### config.mk
export PLATFORM = sky130hd
export DESIGN_NAME = pmu_counter_unit
export DESIGN_NICKNAME = d
export VERILOG_FILES = /design/src/rtl/pmu_pkg.sv /design/src/rtl/pmu_counter.sv /design/src/rtl/pmu_evt_sel.sv /design/src/rtl/pmu_prescale.sv /design/src/rtl/pmu_ctrl.sv /design/src/rtl/pmu_counter_unit.sv
export SDC_FILE = /design/constraint.sdc
export NUM_CORES = 1
export LEC_CHECK = 0
export BUFFER_PORTS_ARGS = -buffer_cell sky130_fd_sc_hd__buf_2
export CORE_MARGIN = 2
export CORE_UTILIZATION = 40
export CTS_BUF_LIST = sky130_fd_sc_hd__clkbuf_8
export DETAILED_ROUTE_END_ITERATION = 10
export PLACE_DENSITY = 0.54
export SETUP_SLACK_MARGIN = 0.4
export SLEW_MARGIN = 25
export SYNTH_ARGS = -nofsm -noshare
export SYNTH_HDL_FRONTEND = slang
export SYNTH_SLANG_ARGS = --single-unit
### constraint.sdc
create_clock -name clk -period 4.9 [get_ports clk]
set_input_delay 0.49 -clock clk [delete_from_list [all_inputs] [get_ports clk]]
set_output_delay 0.49 -clock clk [all_outputs]
set_load 0.03 [all_outputs]
### src/rtl/pmu_pkg.sv
package pmu_pkg;

   // register indices on the bus
   typedef enum logic [1:0] {
      IDX_CTRL = 2'd0,
      IDX_CYC  = 2'd1,
      IDX_EV0  = 2'd2,
      IDX_EV1  = 2'd3
   } pmu_idx_e;

   localparam int REG_W      = 32;
   localparam int CODE_W     = 8;
   localparam int NUM_EVT    = 2;
   localparam int NUM_SRC    = NUM_EVT + 1;   // ev0, ev1, cycle
   localparam int SRC_CYC    = NUM_EVT;

   // control field positions
   localparam int F_EN       = 0;
   localparam int F_CLR_EV   = 1;
   localparam int F_CLR_CYC  = 2;
   localparam int F_DIV      = 3;
   localparam int F_IE_LSB   = 4;
   localparam int F_OVF_LSB  = 8;
   localparam int F_SEL0_LSB = 12;
   localparam int F_SEL_STEP = 8;

   localparam logic [CODE_W-1:0] CODE_IDLE = 8'hFF;

endpackage

### src/rtl/pmu_counter.sv
module pmu_counter #(
   parameter int CNT_W = 32
) (
   input  logic             clk,
   input  logic             rst_n,
   input  logic             clr,
   input  logic             ld,
   input  logic [CNT_W-1:0] ld_val,
   input  logic             inc,
   output logic [CNT_W-1:0] val,
   output logic             wrap
);

   generate
      if (CNT_W < 2) begin : g_bad_w
         $error("pmu_counter: CNT_W must be at least 2");
      end
   endgenerate

   always_ff @(posedge clk or negedge rst_n) begin
      if (!rst_n)   val <= '0;
      else if (clr) val <= '0;
      else if (ld)  val <= ld_val;
      else if (inc) val <= val + 1'b1;
   end

   // step from all ones to zero by counting, not by loading
   assign wrap = inc && !clr && !ld && (&val);

endmodule

### src/rtl/pmu_evt_sel.sv
module pmu_evt_sel #(
   parameter int          NUM_LINES  = 32,
   parameter int          CODE_W     = 8,
   parameter logic [63:0] VALID_MASK = 64'h0000_0000_007F_3FFF
) (
   input  logic [CODE_W-1:0]    code,
   input  logic [NUM_LINES-1:0] lines,
   output logic                 hit
);

   localparam int CODES = 1 << CODE_W;

   generate
      if (NUM_LINES > 64 || NUM_LINES >= CODES - 1) begin : g_bad_lines
         $error("pmu_evt_sel: line count exceeds code space or mask");
      end
   endgenerate

   always_comb begin
      hit = 1'b0;
      for (int i = 0; i < NUM_LINES; i++) begin
         if (code == CODE_W'(i) && VALID_MASK[i]) hit = lines[i];
      end
   end

endmodule

### src/rtl/pmu_prescale.sv
module pmu_prescale #(
   parameter int DIV_LOG2 = 6
) (
   input  logic clk,
   input  logic rst_n,
   input  logic clr,
   input  logic run,
   input  logic slow,
   output logic tick
);

   generate
      if (DIV_LOG2 == 0) begin : g_nodiv
         assign tick = run;
      end else begin : g_div
         logic [DIV_LOG2-1:0] phase;
         always_ff @(posedge clk or negedge rst_n) begin
            if (!rst_n)            phase <= '0;
            else if (clr)          phase <= '0;
            else if (run && slow)  phase <= phase + 1'b1;
         end
         assign tick = run && (!slow || (&phase));
      end
   endgenerate

endmodule

### src/rtl/pmu_ctrl.sv
module pmu_ctrl
   import pmu_pkg::*;
(
   input  logic                        clk,
   input  logic                        rst_n,
   input  logic                        wr,
   input  logic [REG_W-1:0]            wdata,
   input  logic [NUM_SRC-1:0]          wrap,
   output logic                        en,
   output logic                        slow,
   output logic [NUM_SRC-1:0]          ie,
   output logic [NUM_SRC-1:0]          ovf,
   output logic [NUM_EVT-1:0][CODE_W-1:0] sel,
   output logic                        clr_ev,
   output logic                        clr_cyc,
   output logic [REG_W-1:0]            rdata
);

   localparam int SEL_TOP = F_SEL0_LSB + NUM_EVT*F_SEL_STEP;

   generate
      if (SEL_TOP > REG_W || F_IE_LSB + NUM_SRC > F_OVF_LSB) begin : g_bad_map
         $error("pmu_ctrl: control fields overlap or overflow the register");
      end
   endgenerate

   assign clr_ev  = wr && wdata[F_CLR_EV];
   assign clr_cyc = wr && wdata[F_CLR_CYC];

   always_ff @(posedge clk or negedge rst_n) begin
      if (!rst_n) begin
         en   <= 1'b0;
         slow <= 1'b0;
         ie   <= '0;
      end else if (wr) begin
         en   <= wdata[F_EN];
         slow <= wdata[F_DIV];
         ie   <= wdata[F_IE_LSB +: NUM_SRC];
      end
   end

   genvar s;
   generate
      for (s = 0; s < NUM_SRC; s++) begin : g_flag
         always_ff @(posedge clk or negedge rst_n) begin
            if (!rst_n) ovf[s] <= 1'b0;
            else        ovf[s] <= (ovf[s] && !(wr && wdata[F_OVF_LSB+s])) || wrap[s];
         end
      end
      for (s = 0; s < NUM_EVT; s++) begin : g_sel
         always_ff @(posedge clk or negedge rst_n) begin
            if (!rst_n)  sel[s] <= '0;
            else if (wr) sel[s] <= wdata[F_SEL0_LSB + s*F_SEL_STEP +: CODE_W];
         end
      end
   endgenerate

   always_comb begin
      rdata = '0;
      rdata[F_EN]                  = en;
      rdata[F_DIV]                 = slow;
      rdata[F_IE_LSB +: NUM_SRC]   = ie;
      rdata[F_OVF_LSB +: NUM_SRC]  = ovf;
      for (int k = 0; k < NUM_EVT; k++) begin
         rdata[F_SEL0_LSB + k*F_SEL_STEP +: CODE_W] = sel[k];
      end
   end

endmodule

### src/rtl/pmu_counter_unit.sv
module pmu_counter_unit
   import pmu_pkg::*;
#(
   parameter int          CNT_W      = 32,
   parameter int          NUM_LINES  = 32,
   parameter int          DIV_LOG2   = 6,
   parameter logic [63:0] VALID_MASK = 64'h0000_0000_007F_3FFF
) (
   input  logic                 clk,
   input  logic                 rst_n,
   input  logic [1:0]           reg_addr,
   input  logic                 reg_we,
   input  logic [31:0]          reg_wdata,
   output logic [31:0]          reg_rdata,
   input  logic [NUM_LINES-1:0] evt_lines,
   output logic                 irq
);

   generate
      if (CNT_W > REG_W) begin : g_bad_cnt
         $error("pmu_counter_unit: CNT_W wider than the register bus");
      end
   endgenerate

   logic                          wr_ctrl, wr_cyc;
   logic [NUM_EVT-1:0]            wr_ev;
   logic                          en_q, slow_q, clr_ev, clr_cyc, cyc_tick;
   logic [NUM_SRC-1:0]            ie_q, ovf_q, wrap_v;
   logic [NUM_EVT-1:0][CODE_W-1:0] sel_q;
   logic [REG_W-1:0]              ctrl_rd;
   logic [CNT_W-1:0]              cyc_val;
   logic [NUM_EVT-1:0][CNT_W-1:0] ev_val;
   logic [NUM_EVT-1:0]            ev_hit;
   logic                          cyc_wrap;
   logic [NUM_EVT-1:0]            ev_wrap;

   assign wr_ctrl = reg_we && (reg_addr == IDX_CTRL);
   assign wr_cyc  = reg_we && (reg_addr == IDX_CYC);
   assign wr_ev[0] = reg_we && (reg_addr == IDX_EV0);
   assign wr_ev[1] = reg_we && (reg_addr == IDX_EV1);

   pmu_ctrl u_ctrl (
      .clk     (clk),
      .rst_n   (rst_n),
      .wr      (wr_ctrl),
      .wdata   (reg_wdata),
      .wrap    (wrap_v),
      .en      (en_q),
      .slow    (slow_q),
      .ie      (ie_q),
      .ovf     (ovf_q),
      .sel     (sel_q),
      .clr_ev  (clr_ev),
      .clr_cyc (clr_cyc),
      .rdata   (ctrl_rd)
   );

   pmu_prescale #(.DIV_LOG2(DIV_LOG2)) u_pre (
      .clk   (clk),
      .rst_n (rst_n),
      .clr   (clr_cyc),
      .run   (en_q),
      .slow  (slow_q),
      .tick  (cyc_tick)
   );

   pmu_counter #(.CNT_W(CNT_W)) u_cyc (
      .clk    (clk),
      .rst_n  (rst_n),
      .clr    (clr_cyc),
      .ld     (wr_cyc),
      .ld_val (reg_wdata[CNT_W-1:0]),
      .inc    (cyc_tick),
      .val    (cyc_val),
      .wrap   (cyc_wrap)
   );

   genvar e;
   generate
      for (e = 0; e < NUM_EVT; e++) begin : g_evt
         pmu_evt_sel #(
            .NUM_LINES  (NUM_LINES),
            .CODE_W     (CODE_W),
            .VALID_MASK (VALID_MASK)
         ) u_sel (
            .code  (sel_q[e]),
            .lines (evt_lines),
            .hit   (ev_hit[e])
         );
         pmu_counter #(.CNT_W(CNT_W)) u_cnt (
            .clk    (clk),
            .rst_n  (rst_n),
            .clr    (clr_ev),
            .ld     (wr_ev[e]),
            .ld_val (reg_wdata[CNT_W-1:0]),
            .inc    (en_q && ev_hit[e]),
            .val    (ev_val[e]),
            .wrap   (ev_wrap[e])
         );
      end
   endgenerate

   assign wrap_v = {cyc_wrap, ev_wrap};

   always_comb begin
      unique case (reg_addr)
         IDX_CTRL: reg_rdata = ctrl_rd;
         IDX_CYC:  reg_rdata = REG_W'(cyc_val);
         IDX_EV0:  reg_rdata = REG_W'(ev_val[0]);
         default:  reg_rdata = REG_W'(ev_val[1]);
      endcase
   end

   assign irq = |(ovf_q & ie_q);

endmodule

# Word-level counts from Yosys, hierarchy flattened
# Cells that the tools add are included.
# classes
reduce_logical	50
muxes	54
bitwise_logic	1
n_eq_ne	43
add_sub_neg	4
# ops
op	n
$mux 32	9
$eq 8x5->1 const B	14
$add 32x1->32 const B	3
$eq 8x4->1 const B	12
$pmux 32 s3	1
$reduce_and 32->1	3
$eq 8x3->1 const B	8
$mux 1	42
$eq 8x2->1 const B	4
$logic_and 1x1->1	25
$eq 8x1->1 const B	2
$logic_not 8->1	2
$mux 6	2
$logic_not 1->1	9
$reduce_bool 3->1	3
$add 6x1->6 const B	1
$reduce_and 6->1	1
$eq 2x2->1 const B	2
$logic_or 1x1->1	4
$and 3x3->3	1
$reduce_or 3->1	1
$eq 2x1->1 const B	1
$logic_not 2->1	1
$reduce_bool 2->1	1
# word_totals
reg_bits	126
out_inout_bits	33
elab_cells	164

# Depth between registers and ports, before layout
# depth
depth_word	27
mapped_depth	10
ltp_nobuf	8

# Modules after synthesis
# Synthesis repeated with hierarchy kept, for this count alone.
# hier_totals
hier_cells	964
hier_area_um2	9182.6
# modules_own_cells
mod	n_inst	seq_area_each_um2	area_per_inst_um2	cells_per_inst
pmu_counter	3	800.8	2038.2	236
pmu_ctrl	1	600.6	1226.2	89
pmu_counter_unit	1	0.0	874.6	49
pmu_evt_sel at g_evt[1].u_sel	1	0.0	375.4	48
pmu_prescale	1	150.1	304.0	32
pmu_evt_sel at g_evt[0].u_sel	1	0.0	287.8	38

# Worst setup path after synthesis
# No wires, ideal clock.
# synth_timing
path_type	in2out
start	input port reg_addr[0]
end	output port reg_rdata[10]
path_stages	3
setup_slack_ns	2.333
path_buffers	2
t_required_ns	4.410
arrival_ns	2.077
path_cell_list	clkbuf_1 -> buf_1 -> mux4_2
# synth_between
elab_chain_len	2
# synth_lines
item	line	rtl
from (decl)	pmu_counter_unit.sv:11	input logic [1:0] reg_addr,
$eq 2x2->1, or another cell as far along	pmu_counter_unit.sv:106	unique case (reg_addr)
$pmux 32 s3 *	pmu_counter_unit.sv:106	
to (decl)	pmu_counter_unit.sv:14	output logic [31:0] reg_rdata,
# Every way passes the cells marked *; elsewhere a longest branch is shown, timed or not.

# Worst setup path after layout
# layout_timing
start	register u_ctrl.sel, in the netlist u_ctrl.rdata[12]
end	register g_evt[0].u_cnt.val[20]
# layout_between
elab_chain_len	24
# layout_lines
item	line	rtl
from (decl)	pmu_ctrl.sv:13	output logic [NUM_EVT-1:0][CODE_W-1:0] sel,
from (signal, indexed assignment)	pmu_ctrl.sv:53	else if (wr) sel[s] <= wdata[F_SEL0_LSB + s*F_SEL_STEP +: CODE_W];
$logic_not 8->1	pmu_evt_sel.sv:22	if (code == CODE_W'(i) && VALID_MASK[i]) hit = lines[i];
$mux 1 (20 in series)	pmu_evt_sel.sv:22	
$mux 1 *	pmu_evt_sel.sv:22	
$logic_and 1x1->1 *	pmu_counter_unit.sv:96	.inc (en_q && ev_hit[e]),
$reduce_bool 3->1 (no source line) *	-	
to (signal assigned)	pmu_counter.sv:23	else if (ld) val <= ld_val;
to (signal assigned)	pmu_counter.sv:24	else if (inc) val <= val + 1'b1;
to (decl)	pmu_counter.sv:10	output logic [CNT_W-1:0] val,
# Marks and branches as above.
# A chain may end at the register's enable or synchronous reset.

==> run_results.csv <==
group,metric,value,unit
status,outcome,"complete, no violations",
critical_path,crit_family,"compound AO/OA/AOI/OAI gates",
logic_synthesis,synth_cell_type_count,67,
power_and_ir_drop,vdd_drop_max,0.154,mV
critical_path,worstPathRequired,5.28,ns
logic_synthesis,synth_edf_count,0,
power_and_ir_drop,swShare,37.6,%
critical_path,crit_path_end_kind,"flip-flop",
floorplan,die-area,22700,µm²
logic_synthesis,ys_seq_area_share,36.7,%
drt,via_per_inst,6.15,
place,portBuffers,90,
clocking,clock_path_buffers,2,
drt,firstDrtPassIters,5,
grt,grt_pass1_vias,7419,
logic_synthesis,synth_seq_cells,126,
critical_path,critPathKind,"flip-flop to flip-flop",
logic_synthesis,syn_nets,1007,
power_and_ir_drop,powerDensity,400,nW/µm²
grt,grt-busiest-layer,"met2",
place,post-dp-hpwl,20400,µm
clocking,cts.clk_slew.worst_paths,0.08,ns
cells_and_area,drive_gt1_share,21.2,%
hold_path,min-delay-path-class,"primary input to async pin",
drt,detail_route.wl_per_cell,23.0,µm
cells_and_area,utilization,46.0,%
sta,layout_setup_ws,1.55,ns
sta,tns,0,ns
drt,drc,0,
cells_and_area,syn_to_final_growth,12.9,%
power_and_ir_drop,seqPwrFrac,41.6,%
sta,skew,0.0111,ns
critical_path,start_kind,"flip-flop",
drt,drt_iter0_markers,759,
sta,hold_ws,0.107,ns
grt,grt_max_degree,93,
power_and_ir_drop,p_switching,1.46,mW
floorplan,core,21100,µm²
sta,hold_viol_final,0,
clocking,numCtsBuffers,17,
clocking,clock_latency,0.47,ns
logic_synthesis,async_reset_ff_share,100,%
clocking,cts_tree,"done",
clocking,root_buffer,"clkbuf_8",
power_and_ir_drop,leakage,3.87,nW
grt,grtUsageMet1,38.9,%
cells_and_area,fin_nets,1061,
grt,grtUsageMet2,41.5,%
logic_synthesis,syn_inst,934,
power_and_ir_drop,clockPowerShare,27.5,%
sta,fmax,298,MHz
critical_path,crit_path_cell_trace,"mux2i_1 > or3_1 > a311oi_1 > o31a_2 > o2111ai_1 > or4_1 > a31oi_1",
critical_path,cp_num_buf_inv,0,
cells_and_area,antenna_cells,0,
critical_path,cp_max_fo,21,
clocking,clock_sinks,126,
sta,drv_slew,0,
power_and_ir_drop,p_total,3.88,mW
sta,layout_min_cycle_time,3.35,ns
sta,rsz0062_at_grt,"false",
clocking,post_cts_buffers,0,
place,gp_congestion,0.873,
logic_synthesis,yosysWarnings,0,
floorplan,die_x,151,µm
grt,grt-ovfl-total,0,
power_and_ir_drop,p_comb_share,30.9,%
critical_path,crit_slowest_cell,"dfrtp_1",
drt,wl,29300,µm
floorplan,die-height,151,µm
clocking,cts_resized,0,
drt,antenna_left,0,
logic_synthesis,syn_area_per_cell,9.21,µm²
floorplan,initial_core_util,40.8,%
sta,setup-violations-final,0,
floorplan,pin_count,102,
drt,vias,7852,
logic_synthesis,syn_area,8600,µm²
critical_path,critPathMaxStageDelay,0.82,ns
sta,min_period_over_period,68.4,%
grt,grtUsageMet3,4.30,%
grt,grt_pass1_wl,45100,µm
critical_path,cp.arrival,3.73,ns
clocking,h-tree-depth,4,
logic_synthesis,synthFlopType,"dfrtp_1",
grt,grt_use_total,26.6,%
sta,relSlewSlack,37.2,%
place,pre_cts_slack,1.60,ns
sta,worst_pin_slew,0.942,ns
clocking,cts_hold_buf,0,
grt,antenna_found_initial,0,
power_and_ir_drop,p_int,2.42,mW
floorplan,placementRows,53,
run,maxCapViolations,0,
-- worst register-to-register path, stage by stage, from the launching register on --
cell and delay (ns):
dfrtp_1 0.82, mux2i_1 0.17, or3_1 0.32, a311oi_1 0.56
o31a_2 0.42, o2111ai_1 0.29, or4_1 0.48, a31oi_1 0.20
-- worst paths after layout --
path / startpoint / to / slack [ns] / depth (start not counted)
worst max-delay path: u_ctrl.rdata[12]$_DFFE_PN0P_ / g_evt[0].u_cnt.val[20]$_DFFE_PN0P_ / 1.55 / 7
worst min register to register: u_ctrl.ie[2]$_DFFE_PN0P_ / u_ctrl.ie[2]$_DFFE_PN0P_ / 0.56 / 1
worst max register to register: u_ctrl.rdata[12]$_DFFE_PN0P_ / g_evt[0].u_cnt.val[20]$_DFFE_PN0P_ / 1.55 / 7
min in group clk: reg_wdata[30] / g_evt[1].u_cnt.val[30]$_DFFE_PN0P_ / 0.29 / 3
max in group asynchronous: rst_n / g_evt[1].u_cnt.val[13]$_DFFE_PN0P_ / 3.75 / 2
worst min-delay path: rst_n / u_cyc.val[2]$_DFFE_PN0P_ / 0.11 / 1
-- layout make-up --
class	instances	area, µm²
clock buffer	22	303
clock inverter	10	159
fill	2097	11400
inverter	19	71.3
multi-input combinational	719	5110
sequential	126	3150
tap	275	344
timing repair buffer	105	569
-- synth_stat cells, types with 3 or more instances --
cell type    n  area [µm²]
dfrtp_1    126        3150
nand2_1     81         304
o21ai_0     69         345
a21oi_1     61         305
nand3_1     61         305
clkbuf_1    59         221
nor2_1      45         169
xnor2_1     44         385
mux2_2      30         338
mux2i_1     27         270
a211oi_1    26         195
xor2_1      26         228
mux4_2      25         563
nor4_1      24         150
and3_1      22         138
inv_1       19        71.3
nand4_1     19         119
nor3_1      13        65.1
a22oi_1     11        82.6
a22o_1      10        87.6
and2_1       9        56.3
and4_1       9        78.8
or4_1        8        60.1
a32oi_1      7        61.3
nand2b_1     7        43.8
o211ai_1     7        52.6
or3_1        6        37.5
buf_1        5        18.8
o2111ai_1    5        43.8
ha_1         4        50.1
o21ai_1      4        20.0
a2111oi_1    3        30.0
a2111oi_2    3        45.0
a32o_1       3        30.0
buf_2        3        15.0
buf_6        3        33.8
nor2b_1      3        18.8
o221ai_1     3        26.3
o22ai_1      3        18.8
o31ai_1      3        22.5
or2_2        3        18.8
-- power by group through the flow --
stage,Sequential (mW),Clock [mW],Combinational (mW)
after floorplan,1.48,0,0.953
after detailed placement,1.63,0,1.19
after global routing,1.66,1.13,1.31
final,1.62,1.07,1.20
after global placement,1.63,0,1.18
after CTS,1.61,1.09,1.20
-- kinds of logic after synthesis --
family	count (synthesis)	synth area share, %
AND/OR/NAND/NOR	319	19.2
AO/OA/AOI/OAI	244	18.6
flip-flops	126	36.7
buffers and inverters	89	4.19
multiplexers	82	13.6
XOR/XNOR	70	7.13
adder cells (fa/ha/maj)	4	0.582
-- layer usage --
layer | up-vias | share of wire (%) | wire length [µm]
met5 | - | 0 | 0
met4 | 0 | 0.97 | 283
met3 | 24 | 5.1 | 1500
met2 | 236 | 47 | 13700
met1 | 3945 | 47 | 13900
li1 | 3647 | - | -
-- layout by cell type, fill, tap and decap left out, types with 7 or more instances in the layout --
cell,n
buf_4,15
inv_1,20
or4_1,8
o21ai_0,69
dfrtp_1,126
nand4_1,19
a21oi_1,61
nor4_1,24
nand2_1,79
mux2i_1,27
xor2_1,26
mux4_2,25
nor2_1,45
a22o_1,10
a32oi_1,7
nand2b_1,7
nand3_1,61
xnor2_1,44
and3_1,21
buf_2,89
and2_1,9
o211ai_1,7
nor3_1,13
a211oi_1,26
mux2_2,30
clkbuf_8,22
and4_1,9
a22oi_1,11
-- sequential cells by signal, summed over array words and instances, names as in the netlist --
name,count
g_evt.u_cnt.val,64
u_cyc.val,32
u_ctrl.rdata,16
u_pre.g_div.phase,6
u_ctrl.ie,3
u_ctrl.ovf,3
u_ctrl.en,1
u_ctrl.slow,1
-- metrics by stage --
stage | std cells | cell area [µm²]
detailed placement | 1244 | 9240
global placement | 1244 | 9240
floorplan | 934 | 8600
CTS | 1276 | 9700
global route | 1276 | 9710
finish | 1276 | 9710
Power figures use the tool's default switching activity.
